`src/rtl/dnc_pkg.sv`:
```
package dnc_pkg;

  typedef enum logic [4:0] {
    S_IDLE,
    S_RD_ROW, S_RD_RAS, S_RD_COL, S_RD_CAS, S_RD_OE, S_RD_OEOFF,
    S_WR_ROW, S_WR_RAS, S_WR_WE, S_WR_COL, S_WR_CAS, S_WR_WEOFF,
    S_END, S_GAP,
    S_RF_CAS, S_RF_RAS, S_RF_CASOFF, S_RF_RASOFF
  } dnc_state_e;

endpackage

```
`src/rtl/dnc_ref_timer.sv`:
```
module dnc_ref_timer #(
  parameter int PERIOD_CYC = 500000
) (
  input  logic clk,
  input  logic rst_n,
  input  logic ref_ack,
  output logic ref_pend
);
  localparam int CW = (PERIOD_CYC > 2) ? $clog2(PERIOD_CYC) : 1;

  logic [CW-1:0] tick_cnt;
  logic          wrap;

  assign wrap = (tick_cnt == CW'(PERIOD_CYC - 1));

  always_ff @(posedge clk or negedge rst_n) begin
    if (!rst_n) begin
      tick_cnt <= '0;
    end else if (wrap) begin
      tick_cnt <= '0;
    end else begin
      tick_cnt <= tick_cnt + 1'b1;
    end
  end

  always_ff @(posedge clk or negedge rst_n) begin
    if (!rst_n) begin
      ref_pend <= 1'b0;
    end else if (wrap) begin
      ref_pend <= 1'b1;
    end else if (ref_ack) begin
      ref_pend <= 1'b0;
    end
  end

  // an unserved refresh request must not vanish
  p_pend_held_r7: assert property (@(posedge clk) disable iff (!rst_n)
    (ref_pend && !ref_ack) |=> ref_pend);

endmodule

```
`src/rtl/dnc_sequencer.sv`:
```
module dnc_sequencer
  import dnc_pkg::*;
#(
  parameter int ADDR_W   = 11,
  parameter int DATA_W   = 4,
  parameter int BUS_W    = 8,
  parameter int COL_W    = 3,
  parameter int REF_ROWS = 256,
  parameter int T_STEP   = 3,
  parameter int T_IDLE   = 6
) (
  input  logic              clk,
  input  logic              rst_n,
  input  logic              req,
  input  logic              wr,
  input  logic [ADDR_W-1:0] addr,
  input  logic [DATA_W-1:0] wdata,
  input  logic              ref_pend,
  input  logic [DATA_W-1:0] dq_in,
  output logic              ref_ack,
  output dnc_state_e        state,
  output logic [BUS_W-1:0]  row_q,
  output logic [BUS_W-1:0]  col_q,
  output logic [DATA_W-1:0] wdata_q,
  output logic [DATA_W-1:0] rdata_q,
  output logic              done_q,
  output logic              busy,
  output logic              ref_active
);
  localparam int TMAX = (T_STEP > T_IDLE) ? T_STEP : T_IDLE;
  localparam int DW   = $clog2(TMAX + 1);
  localparam int RW   = $clog2(REF_ROWS + 1);

  function automatic logic [BUS_W-1:0] row_of(input logic [ADDR_W-1:0] a);
    return BUS_W'(a >> COL_W);
  endfunction

  function automatic logic [BUS_W-1:0] col_of(input logic [ADDR_W-1:0] a);
    return BUS_W'(a[COL_W-1:0]);
  endfunction

  function automatic logic [DW-1:0] dur_of(input dnc_state_e s);
    return (s == S_GAP) ? DW'(T_IDLE - 1) : DW'(T_STEP - 1);
  endfunction

  function automatic dnc_state_e step_after(input dnc_state_e s, input logic last_row);
    case (s)
      S_RD_ROW:    return S_RD_RAS;
      S_RD_RAS:    return S_RD_COL;
      S_RD_COL:    return S_RD_CAS;
      S_RD_CAS:    return S_RD_OE;
      S_RD_OE:     return S_RD_OEOFF;
      S_RD_OEOFF:  return S_END;
      S_WR_ROW:    return S_WR_RAS;
      S_WR_RAS:    return S_WR_WE;
      S_WR_WE:     return S_WR_COL;
      S_WR_COL:    return S_WR_CAS;
      S_WR_CAS:    return S_WR_WEOFF;
      S_WR_WEOFF:  return S_END;
      S_END:       return S_GAP;
      S_RF_CAS:    return S_RF_RAS;
      S_RF_RAS:    return S_RF_CASOFF;
      S_RF_CASOFF: return S_RF_RASOFF;
      S_RF_RASOFF: return last_row ? S_GAP : S_RF_CAS;
      default:     return S_IDLE;
    endcase
  endfunction

  logic [DW-1:0] step_cnt;
  logic [RW-1:0] rows_left;
  logic          step_last;
  logic          accept;
  dnc_state_e    nxt;

  assign step_last  = (step_cnt == '0);
  assign ref_ack    = (state == S_IDLE) && ref_pend;
  assign accept     = (state == S_IDLE) && !ref_pend && req;
  assign busy       = (state != S_IDLE);
  assign ref_active = (state == S_RF_CAS) || (state == S_RF_RAS) ||
                      (state == S_RF_CASOFF) || (state == S_RF_RASOFF);

  always_comb begin
    nxt = state;
    if (state == S_IDLE) begin
      if (ref_pend)  nxt = S_RF_CAS;
      else if (req)  nxt = wr ? S_WR_ROW : S_RD_ROW;
    end else if (step_last) begin
      nxt = step_after(state, rows_left == '0);
    end
  end

  always_ff @(posedge clk or negedge rst_n) begin
    if (!rst_n) begin
      state    <= S_IDLE;
      step_cnt <= '0;
    end else begin
      state <= nxt;
      if (nxt != state)      step_cnt <= dur_of(nxt);
      else if (!step_last)   step_cnt <= step_cnt - 1'b1;
    end
  end

  always_ff @(posedge clk or negedge rst_n) begin
    if (!rst_n) begin
      rows_left <= '0;
    end else if (ref_ack) begin
      rows_left <= RW'(REF_ROWS - 1);
    end else if (state == S_RF_RASOFF && step_last && rows_left != '0) begin
      rows_left <= rows_left - 1'b1;
    end
  end

  always_ff @(posedge clk or negedge rst_n) begin
    if (!rst_n) begin
      row_q   <= '0;
      col_q   <= '0;
      wdata_q <= '0;
      rdata_q <= '0;
      done_q  <= 1'b0;
    end else begin
      if (accept) begin
        row_q   <= row_of(addr);
        col_q   <= col_of(addr);
        wdata_q <= wdata;
      end
      if (state == S_RD_OE && step_last) rdata_q <= dq_in;
      done_q <= (state == S_END) && step_last;
    end
  end

  p_done_pulse_r3: assert property (@(posedge clk) disable iff (!rst_n)
    done_q |=> !done_q);

  // a burst may only begin from idle, never inside an access
  p_ref_from_idle_r8: assert property (@(posedge clk) disable iff (!rst_n)
    $rose(ref_active) |-> $past(state == S_IDLE));

  p_ref_wins_r9: assert property (@(posedge clk) disable iff (!rst_n)
    (state == S_IDLE && ref_pend && req) |=> ref_active);

endmodule

```
`src/rtl/dnc_pins.sv`:
```
module dnc_pins
  import dnc_pkg::*;
#(
  parameter int DATA_W = 4,
  parameter int BUS_W  = 8
) (
  input  dnc_state_e        state,
  input  logic [BUS_W-1:0]  row_q,
  input  logic [BUS_W-1:0]  col_q,
  input  logic [DATA_W-1:0] wdata_q,
  output logic [BUS_W-1:0]  mem_addr,
  output logic              ras_n,
  output logic              cas_n,
  output logic              oe_n,
  output logic              we_n,
  output logic [DATA_W-1:0] dq_out,
  output logic              dq_oe
);
  logic row_phase, col_phase, ras_low, cas_low, we_low, wr_phase;

  always_comb begin
    row_phase = 1'b0; col_phase = 1'b0; ras_low = 1'b0;
    cas_low   = 1'b0; we_low    = 1'b0; wr_phase = 1'b0;
    case (state)
      S_RD_ROW:    row_phase = 1'b1;
      S_RD_RAS:    begin row_phase = 1'b1; ras_low = 1'b1; end
      S_RD_COL:    begin col_phase = 1'b1; ras_low = 1'b1; end
      S_RD_CAS,
      S_RD_OE,
      S_RD_OEOFF:  begin col_phase = 1'b1; ras_low = 1'b1; cas_low = 1'b1; end
      S_WR_ROW:    begin row_phase = 1'b1; wr_phase = 1'b1; end
      S_WR_RAS:    begin row_phase = 1'b1; wr_phase = 1'b1; ras_low = 1'b1; end
      S_WR_WE:     begin row_phase = 1'b1; wr_phase = 1'b1; ras_low = 1'b1; we_low = 1'b1; end
      S_WR_COL:    begin col_phase = 1'b1; wr_phase = 1'b1; ras_low = 1'b1; we_low = 1'b1; end
      S_WR_CAS:    begin col_phase = 1'b1; wr_phase = 1'b1; ras_low = 1'b1; we_low = 1'b1;
                         cas_low = 1'b1; end
      S_WR_WEOFF:  begin col_phase = 1'b1; wr_phase = 1'b1; ras_low = 1'b1; cas_low = 1'b1; end
      S_RF_CAS:    cas_low = 1'b1;
      S_RF_RAS:    begin cas_low = 1'b1; ras_low = 1'b1; end
      S_RF_CASOFF: ras_low = 1'b1;
      default:     ;
    endcase
  end

  assign mem_addr = row_phase ? row_q : (col_phase ? col_q : '0);
  assign ras_n    = !ras_low;
  assign cas_n    = !cas_low;
  assign oe_n     = !(state == S_RD_OE);
  assign we_n     = !we_low;
  assign dq_oe    = wr_phase;
  assign dq_out   = wr_phase ? wdata_q : '0;

endmodule

```
`src/rtl/dram_nibble_ctrl.sv`:
```
module dram_nibble_ctrl
  import dnc_pkg::*;
#(
  parameter int CLK_KHZ        = 125000,
  parameter int REF_MS         = 4,
  parameter int REF_PERIOD_CYC = CLK_KHZ * REF_MS,
  parameter int REF_ROWS       = 256,
  parameter int T_STEP         = 3,
  parameter int T_IDLE         = 6,
  parameter int ADDR_W         = 11,
  parameter int DATA_W         = 4,
  parameter int BUS_W          = 8
) (
  input  logic              clk,
  input  logic              rst_n,
  input  logic              host_req,
  input  logic              host_wr,
  input  logic [ADDR_W-1:0] host_addr,
  input  logic [DATA_W-1:0] host_wdata,
  output logic [DATA_W-1:0] host_rdata,
  output logic              host_done,
  output logic              host_busy,
  output logic [BUS_W-1:0]  mem_addr,
  output logic              mem_ras_n,
  output logic              mem_cas_n,
  output logic              mem_oe_n,
  output logic              mem_we_n,
  output logic [DATA_W-1:0] mem_dq_out,
  output logic              mem_dq_oe,
  input  logic [DATA_W-1:0] mem_dq_in
);
  localparam int COL_W = ADDR_W - BUS_W;

  logic              ref_pend, ref_ack, ref_active;
  dnc_state_e        state;
  logic [BUS_W-1:0]  row_q, col_q;
  logic [DATA_W-1:0] wdata_q;

  dnc_ref_timer #(.PERIOD_CYC(REF_PERIOD_CYC)) i_timer (
    .clk(clk), .rst_n(rst_n), .ref_ack(ref_ack), .ref_pend(ref_pend)
  );

  dnc_sequencer #(
    .ADDR_W(ADDR_W), .DATA_W(DATA_W), .BUS_W(BUS_W), .COL_W(COL_W),
    .REF_ROWS(REF_ROWS), .T_STEP(T_STEP), .T_IDLE(T_IDLE)
  ) i_seq (
    .clk(clk), .rst_n(rst_n), .req(host_req), .wr(host_wr),
    .addr(host_addr), .wdata(host_wdata), .ref_pend(ref_pend),
    .dq_in(mem_dq_in), .ref_ack(ref_ack), .state(state),
    .row_q(row_q), .col_q(col_q), .wdata_q(wdata_q),
    .rdata_q(host_rdata), .done_q(host_done), .busy(host_busy),
    .ref_active(ref_active)
  );

  dnc_pins #(.DATA_W(DATA_W), .BUS_W(BUS_W)) i_pins (
    .state(state), .row_q(row_q), .col_q(col_q), .wdata_q(wdata_q),
    .mem_addr(mem_addr), .ras_n(mem_ras_n), .cas_n(mem_cas_n),
    .oe_n(mem_oe_n), .we_n(mem_we_n), .dq_out(mem_dq_out), .dq_oe(mem_dq_oe)
  );

  p_acc_ras_first_r2: assert property (@(posedge clk) disable iff (!rst_n)
    ($fell(mem_cas_n) && !ref_active) |-> !mem_ras_n);

  p_release_pair_r2: assert property (@(posedge clk) disable iff (!rst_n)
    ($rose(mem_ras_n) && !ref_active) |-> $rose(mem_cas_n));

  p_cbr_order_r6: assert property (@(posedge clk) disable iff (!rst_n)
    ($fell(mem_ras_n) && ref_active) |-> !mem_cas_n);

  p_no_drive_on_read_r5: assert property (@(posedge clk) disable iff (!rst_n)
    !mem_oe_n |-> !mem_dq_oe);

  p_we_inside_ras_r4: assert property (@(posedge clk) disable iff (!rst_n)
    $fell(mem_we_n) |-> (!mem_ras_n && mem_cas_n));

endmodule

```
`config.mk`:
```
export PLATFORM = sky130hd
export DESIGN_NAME = dram_nibble_ctrl
export DESIGN_NICKNAME = d
export VERILOG_FILES = /design/src/rtl/dnc_pkg.sv /design/src/rtl/dnc_ref_timer.sv /design/src/rtl/dnc_sequencer.sv /design/src/rtl/dnc_pins.sv /design/src/rtl/dram_nibble_ctrl.sv
export SDC_FILE = /design/constraint.sdc
export NUM_CORES = 1
export LEC_CHECK = 0
export ABC_AREA = 0
export BUFFER_PORTS_ARGS = -buffer_cell sky130_fd_sc_hd__buf_2
export CORE_ASPECT_RATIO = 0.6
export CORE_MARGIN = 10
export CORE_UTILIZATION = 51
export CTS_CLUSTER_DIAMETER = 100
export DETAILED_ROUTE_END_ITERATION = 8
export PLACE_DENSITY = 0.76
export SKIP_CTS_REPAIR_TIMING = 1
export SLEW_MARGIN = 10
export SYNTH_ARGS = -nofsm -noshare
export SYNTH_HDL_FRONTEND = slang
export SYNTH_SLANG_ARGS = --single-unit
```
`constraint.sdc`:
```
create_clock -name clk -period 2.4 [get_ports clk]
set_clock_uncertainty 0.2 [all_clocks]
set_input_delay 0.12 -clock clk [delete_from_list [all_inputs] [get_ports clk]]
set_output_delay 0.12 -clock clk [all_outputs]
set_load 0.02 [all_outputs]
```
==> results.yml, run 1 <==
placement:
  gpl.final_weighted_congestion: 0.9206
  dpl.cell_count: 430
  preCtsSetupSlack_ns: -0.07232
  dp_hpwl_microns: 5313
  buffer_ports.inserted: 45
critical_path:
  critPathCaptureType: "flip-flop"
  timing.critical_path.arrival_ns: 2.34
  worstSetupPathType: "flip-flop to flip-flop"
  worst-r2r-setup-slack_ns: 0.08
  data_required_critical_path_ns: 2.42
  timing.critical_path.fanout_max: 5
  crit_path_start_kind: "flip-flop"
final_layout:
  antenna-diode-count: 0
  area_growth_syn_to_layout_pct: 31.77
  fin_nets: 414
  nFillCells: 408
  multi_input_comb_area_sq_um: 1536
  layout-drive-gt1-share: 0.3095
  ff_latch_area_sq_um: 1429
  final_cell_mix: "55 x dfrtp_1, 45 x buf_2, 32 x nor2_1"
  layoutNonFillerInstCount: 471
  final_common_cell: "dfrtp_1"
clock_tree:
  h-tree-depth: 3
  cts.reportedPaths.clkPinSlew_ns: 0.07
  cts_tree: "yes"
  number_of_buffers_created_by_cts: 9
  clock_latency_ns: 0.34
  cts_root_buf: "clkbuf_8"
  ctsLongestPathBuffers: 2
  cts_sinks: 57
logic_synthesis:
  postSynth.asyncResetShare: 1.000
  synth-edff-count: 0
  yosys.cell_types.count: 53
  synth-main-ff-cell: "dfrtp_1"
  syn_inst: 303
  syn_area_sq_um: 3009
  ys.warnings.count: 0
  postSynthAreaPerCell_sq_um: 9.931
  synth_sequential_area_ratio: 0.4740
  synth_seq_cells: 57
  synth_fp_nets: 331
timing:
  final_critical_path_setup_slack_ns: 0.07867
  min_period_over_period: 0.9672
  finalMaxSlewViolations: 0
  worstMarginPinSlew_ns: 0.6096
  grt_setup_unrepaired: "yes"
  achievable-frequency_mhz: 430.8
  setup-violations-final: 0
  final_critical_path_required_period_ns: 2.321
  worst_hold_slack_ns: 0.1313
  timing.final.hold_violations: 0
  slew_headroom: 0.5936
global_route:
  antenna_violations_before_repair: 0
  grt_first_pass_wirelength_microns: 11830
  globalRouteOverflowTotal: 0
  groute.usage.overall: 0.1544
  grt_max_degree: 34
  grt_pass1_vias: 2488
pwr:
  finalPower_mw: 4.196
  static-leakage-power_nw: 1.895
  ir_worst_vdd_mv: 0.5161
  powerDensity_nw_per_um2: 1058
run:
  max_cap_viol_count: 0
floorplan:
  floorplan.initialDensity: 0.5327
  die_width_microns: 119.2
  num_io_pins: 46
  floorplan.die_area_sq_um: 9474
  floorplan.core_area_sq_um: 5649
  core.rowCount: 21
  dieHeight_microns: 79.50
routing:
  antenna_left: 0
  remaining_drc_errors: 0
  total_number_of_vias: 2555
  dr.first_iter.drc_count: 226
  detailed_route_wire_length_per_cell_microns: 16.42
  drt_pass1_iterations: 4
  average_via_count_per_standard_cell: 5.425
  route.final.wire_length_microns: 7736
hold_path:
  worstHoldPathType: "input port to async pin"
run_status:
  outcome: "complete, no violations"
## per-stage QoR
stage,utilization,TNS (ns),cell area (sq um)
floorplan,-,0,3009
detailed placement,0.6038,-0.1446,3411
finish,0.7019,0,3965
CTS,0.6467,-0.1794,3654
global placement,0.6038,0,3411
global route,0.7019,-0.05667,3965
## state kept, by name, indices dropped and copies added (netlist names)
name	count
i_seq.rows_left	9
i_seq.rdata_q	4
i_seq.wdata_q	4
i_seq.row_q	8
i_timer.ref_pend	1
i_seq.col_q	3
i_timer.tick_cnt	19
i_seq.state	5
i_seq.done_q	1
i_seq.step_cnt	3
## layer usage
metal / up-vias / routed length, microns / track usage
li1: 1235 / - / -
met1: 1219 / 3419 / 0.1892
met2: 88 / 3578 / 0.2415
met3: 13 / 643 / 0.07274
met4: 0 / 94 / 0.03883
met5: - / 0 / 0
## final timing paths
| kind | start | endpoint | cells past startpoint |
|---|---|---|---|
| max | i_seq.rows_left[4] | i_seq.rows_left[6] | 7 |
| min in group clk | i_timer.tick_cnt[0] | i_timer.tick_cnt[0] | 1 |
| max reg2reg | i_seq.rows_left[4] | i_seq.rows_left[6] | 7 |
| min reg2reg | i_timer.tick_cnt[0] | i_timer.tick_cnt[0] | 1 |
| max in group asynchronous | rst_n | i_timer.tick_cnt[5] | 3 |
| min | rst_n | i_seq.state[1] | 2 |
## kinds of logic after synthesis
kind of cell / count (synthesis) / synth area share
AO/OA/AOI/OAI: 48 / 0.1118
XOR/XNOR: 26 / 0.07568
adder cells (fa/ha/maj): 5 / 0.02079
buffers and inverters: 28 / 0.03742
flip-flops: 57 / 0.4740
multiplexers: 21 / 0.07776
AND/OR/NAND/NOR: 118 / 0.2025
## layout make-up
class	instances	area share
tap	80	0.02524
clock inverter	6	0.02651
clock buffer	10	0.03471
timing repair buffer	87	0.1534
multi-input combinational	218	0.3875
sequential	57	0.3604
inverter	13	0.01231
## critical path, stage by stage (launching register included)
cell and delay, ns:
dfrtp_1 0.50, nor4_1 0.11, buf_4 0.15, a2111o_1 0.44
or4_4 0.46, nor3_4 0.15, xnor2_1 0.13, nand2_1 0.06
## Yosys cell counts, types with 3 or more instances
library cell,n,area share
nand2b_1,4,0.0083
inv_1,13,0.016
nor3_1,7,0.012
o21ai_0,6,0.010
buf_2,3,0.0050
clkbuf_1,11,0.014
nand3_1,9,0.015
ha_1,5,0.021
mux2_2,19,0.071
and2_1,10,0.021
xor2_1,8,0.023
o22ai_1,4,0.0083
xnor2_1,18,0.052
and3_1,5,0.010
or3_1,3,0.0062
nand2_1,23,0.029
nand4_1,3,0.0062
a22o_1,3,0.0087
dfrtp_1,57,0.47
nor2_1,34,0.042
a21oi_1,11,0.018
nor4_1,7,0.015
## where the power goes
group          leakage, nW  internal [mW]  switching, mW
logic                 1.04          0.757           1.08
registers            0.731           1.14          0.128
clock network        0.126          0.712          0.379
(Power assumes the default switching activity.)
==> inputs of run 2 (changes only) <==
- CELL_PAD_IN_SITES_DETAIL_PLACEMENT: unset -> 1
- CELL_PAD_IN_SITES_GLOBAL_PLACEMENT: unset -> 1
- CORE_UTILIZATION: 51 -> 40
- PLACE_DENSITY: 0.76 -> unset
- PLACE_DENSITY_LB_ADDON: unset -> 0.1
==> results.yml, run 2 (synthesized netlist as in run 1, its figures left out) <==
critical_path:
  data_required_critical_path_ns: 2.40
  path_cells: "buf_4 > o21a_1 > nor4_2 > o21ai_0 > a22oi_1 > and4bb_2 > o21bai_1"
  cell_family_with_the_largest_share_of_critical_path_delay: "compound AO/OA/AOI/OAI gates"
  critical_path_buf_inv_count: 1
  reg2regPathDepth: 7
  timing.critical_path.arrival_ns: 2.33
  critPathSlowestCell: "dfrtp_2"
  worst-r2r-setup-slack_ns: 0.07
  critPathCaptureType: "flip-flop"
  worstSetupPathType: "flip-flop to flip-flop"
  timing.critical_path.fanout_max: 8
  regToRegStartpoint: "i_seq.state[2]"
  r2r-end: "i_seq.step_cnt[2]"
  timing.critical_path.slowest_cell_delay_ns: 0.46
  crit_path_start_kind: "flip-flop"
final_layout:
  largest_register: "i_timer.tick_cnt"
  final_cell_mix: "52 x dfrtp_1, 44 x buf_2, 33 x nor2_1"
  area_growth_syn_to_layout_pct: 36.26
  fin_nets: 423
  nFillCells: 827
  largest_reg_flops: 19
  layout-drive-gt1-share: 0.3200
  final_common_cell: "dfrtp_1"
  finish.utilization: 0.5619
  layoutNonFillerInstCount: 504
  layout_top_registers: "i_timer.tick_cnt (19), i_seq.rows_left (9), i_seq.row_q (8)"
  antenna-diode-count: 0
routing:
  drt_pass1_iterations: 4
  dr.first_iter.drc_count: 175
  detailed_route_wire_length_per_cell_microns: 16.78
  average_via_count_per_standard_cell: 5.145
  route.final.wire_length_microns: 8455
  antenna_left: 0
  remaining_drc_errors: 0
  total_number_of_vias: 2593
clock_tree:
  h-tree-depth: 3
  number_of_buffers_created_by_cts: 9
  cts.reportedPaths.clkPinSlew_ns: 0.05
  cts_root_buf: "clkbuf_16"
  clock_latency_ns: 0.32
  cts_sinks: 57
  ctsLongestPathBuffers: 2
  cts_tree: "yes"
run:
  max_cap_viol_count: 0
global_route:
  grt_first_pass_wirelength_microns: 13430
  grt_max_degree: 32
  groute.usage.overall: 0.1447
  grt_util_met1: 0.1979
  antenna_violations_before_repair: 0
  grt.busiest_layer: "met2"
  global_route.usage.met2: 0.2065
  globalRouteOverflowTotal: 0
  grt_pass1_vias: 2596
  groute.layer.met3.usage: 0.05357
pwr:
  ir_worst_vdd_mv: 0.4878
  powerDensity_nw_per_um2: 1066
  static-leakage-power_nw: 1.942
timing:
  grt_setup_unrepaired: "yes"
  min_period_over_period: 0.9700
  worstMarginPinSlew_ns: 0.7100
  setup-violations-final: 0
  achievable-frequency_mhz: 429.5
  final_critical_path_required_period_ns: 2.328
  finalMaxSlewViolations: 0
  timing.final.hold_violations: 0
  slew_headroom: 0.5266
  setup_tns_ns: 0
floorplan:
  die_width_microns: 132.0
  dieHeight_microns: 87.19
  floorplan.initialDensity: 0.4124
  floorplan.die_area_sq_um: 11510
  floorplan.core_area_sq_um: 7297
  num_io_pins: 46
  core.rowCount: 24
placement:
  dp_hpwl_microns: 6015
  gpl.final_weighted_congestion: 0.8773
  buffer_ports.inserted: 45
  dpl.cell_count: 460
hold_path:
  worstHoldPathType: "input port to async pin"
run_status:
  outcome: "complete, no violations"
run 2: report_power, final:
part	switching, mW	internal [mW]	total, mW
clock	0.411	0.827	1.24
combinational	1.08	0.776	1.85
sequential	0.137	1.14	1.28
total	1.63	2.75	4.37
run 2: how the worst max path moves through the flow:
stage                            from            endpoint  cells past startpoint
floorplan              i_seq.state[0]  i_seq.rows_left[6]                      7
global placement    i_seq.step_cnt[0]   i_seq.step_cnt[0]                      8
detailed placement  i_seq.step_cnt[0]   i_seq.step_cnt[2]                      8
CTS                 i_seq.step_cnt[0]   i_seq.step_cnt[2]                      8
global route           i_seq.state[2]   i_seq.step_cnt[2]                      7
finish                 i_seq.state[2]   i_seq.step_cnt[2]                      7
run 2: through the flow:
| step | area (sq um) | setup WS, ns | power (mW) | hold WS [ns] |
|---|---|---|---|---|
| floorplan | 3009 | 0.04871 | 2.382 | -0.3756 |
| global placement | 3473 | -0.04690 | 2.947 | 0.01862 |
| detailed placement | 3473 | -0.05294 | 2.987 | 0.01956 |
| CTS | 3764 | -0.07594 | 4.253 | -0.3290 |
| global route | 4100 | -0.06779 | 4.677 | 0.2675 |
| finish | 4100 | 0.07195 | 4.372 | 0.1869 |
run 2: layout make-up:
cell class | count | area, sq um | share of cell area
inverters | 13 | 48.80 | 0.01190
clock buffers | 13 | 250.2 | 0.06103
multi-input cells | 218 | 1529 | 0.3729
clock inverters | 3 | 40.04 | 0.009765
flip-flops and latches | 57 | 1433 | 0.3494
well taps | 104 | 130.1 | 0.03174
repair buffers | 96 | 669.4 | 0.1633
run 2: routing by layer:
layer	vias up	share of wire	wire, microns
met5	-	0	0
met4	0	0.012	99
met3	10	0.069	580
met2	63	0.43	3608
met1	1265	0.49	4167
li1	1255	-	-
run 2: worst reg2reg max path, stage by stage, from the launching register on:
cell and delay (ns):
dfrtp_2 0.46, buf_4 0.16, o21a_1 0.25, nor4_2 0.36, o21ai_0 0.15, a22oi_1 0.20
and4bb_2 0.28, o21bai_1 0.15
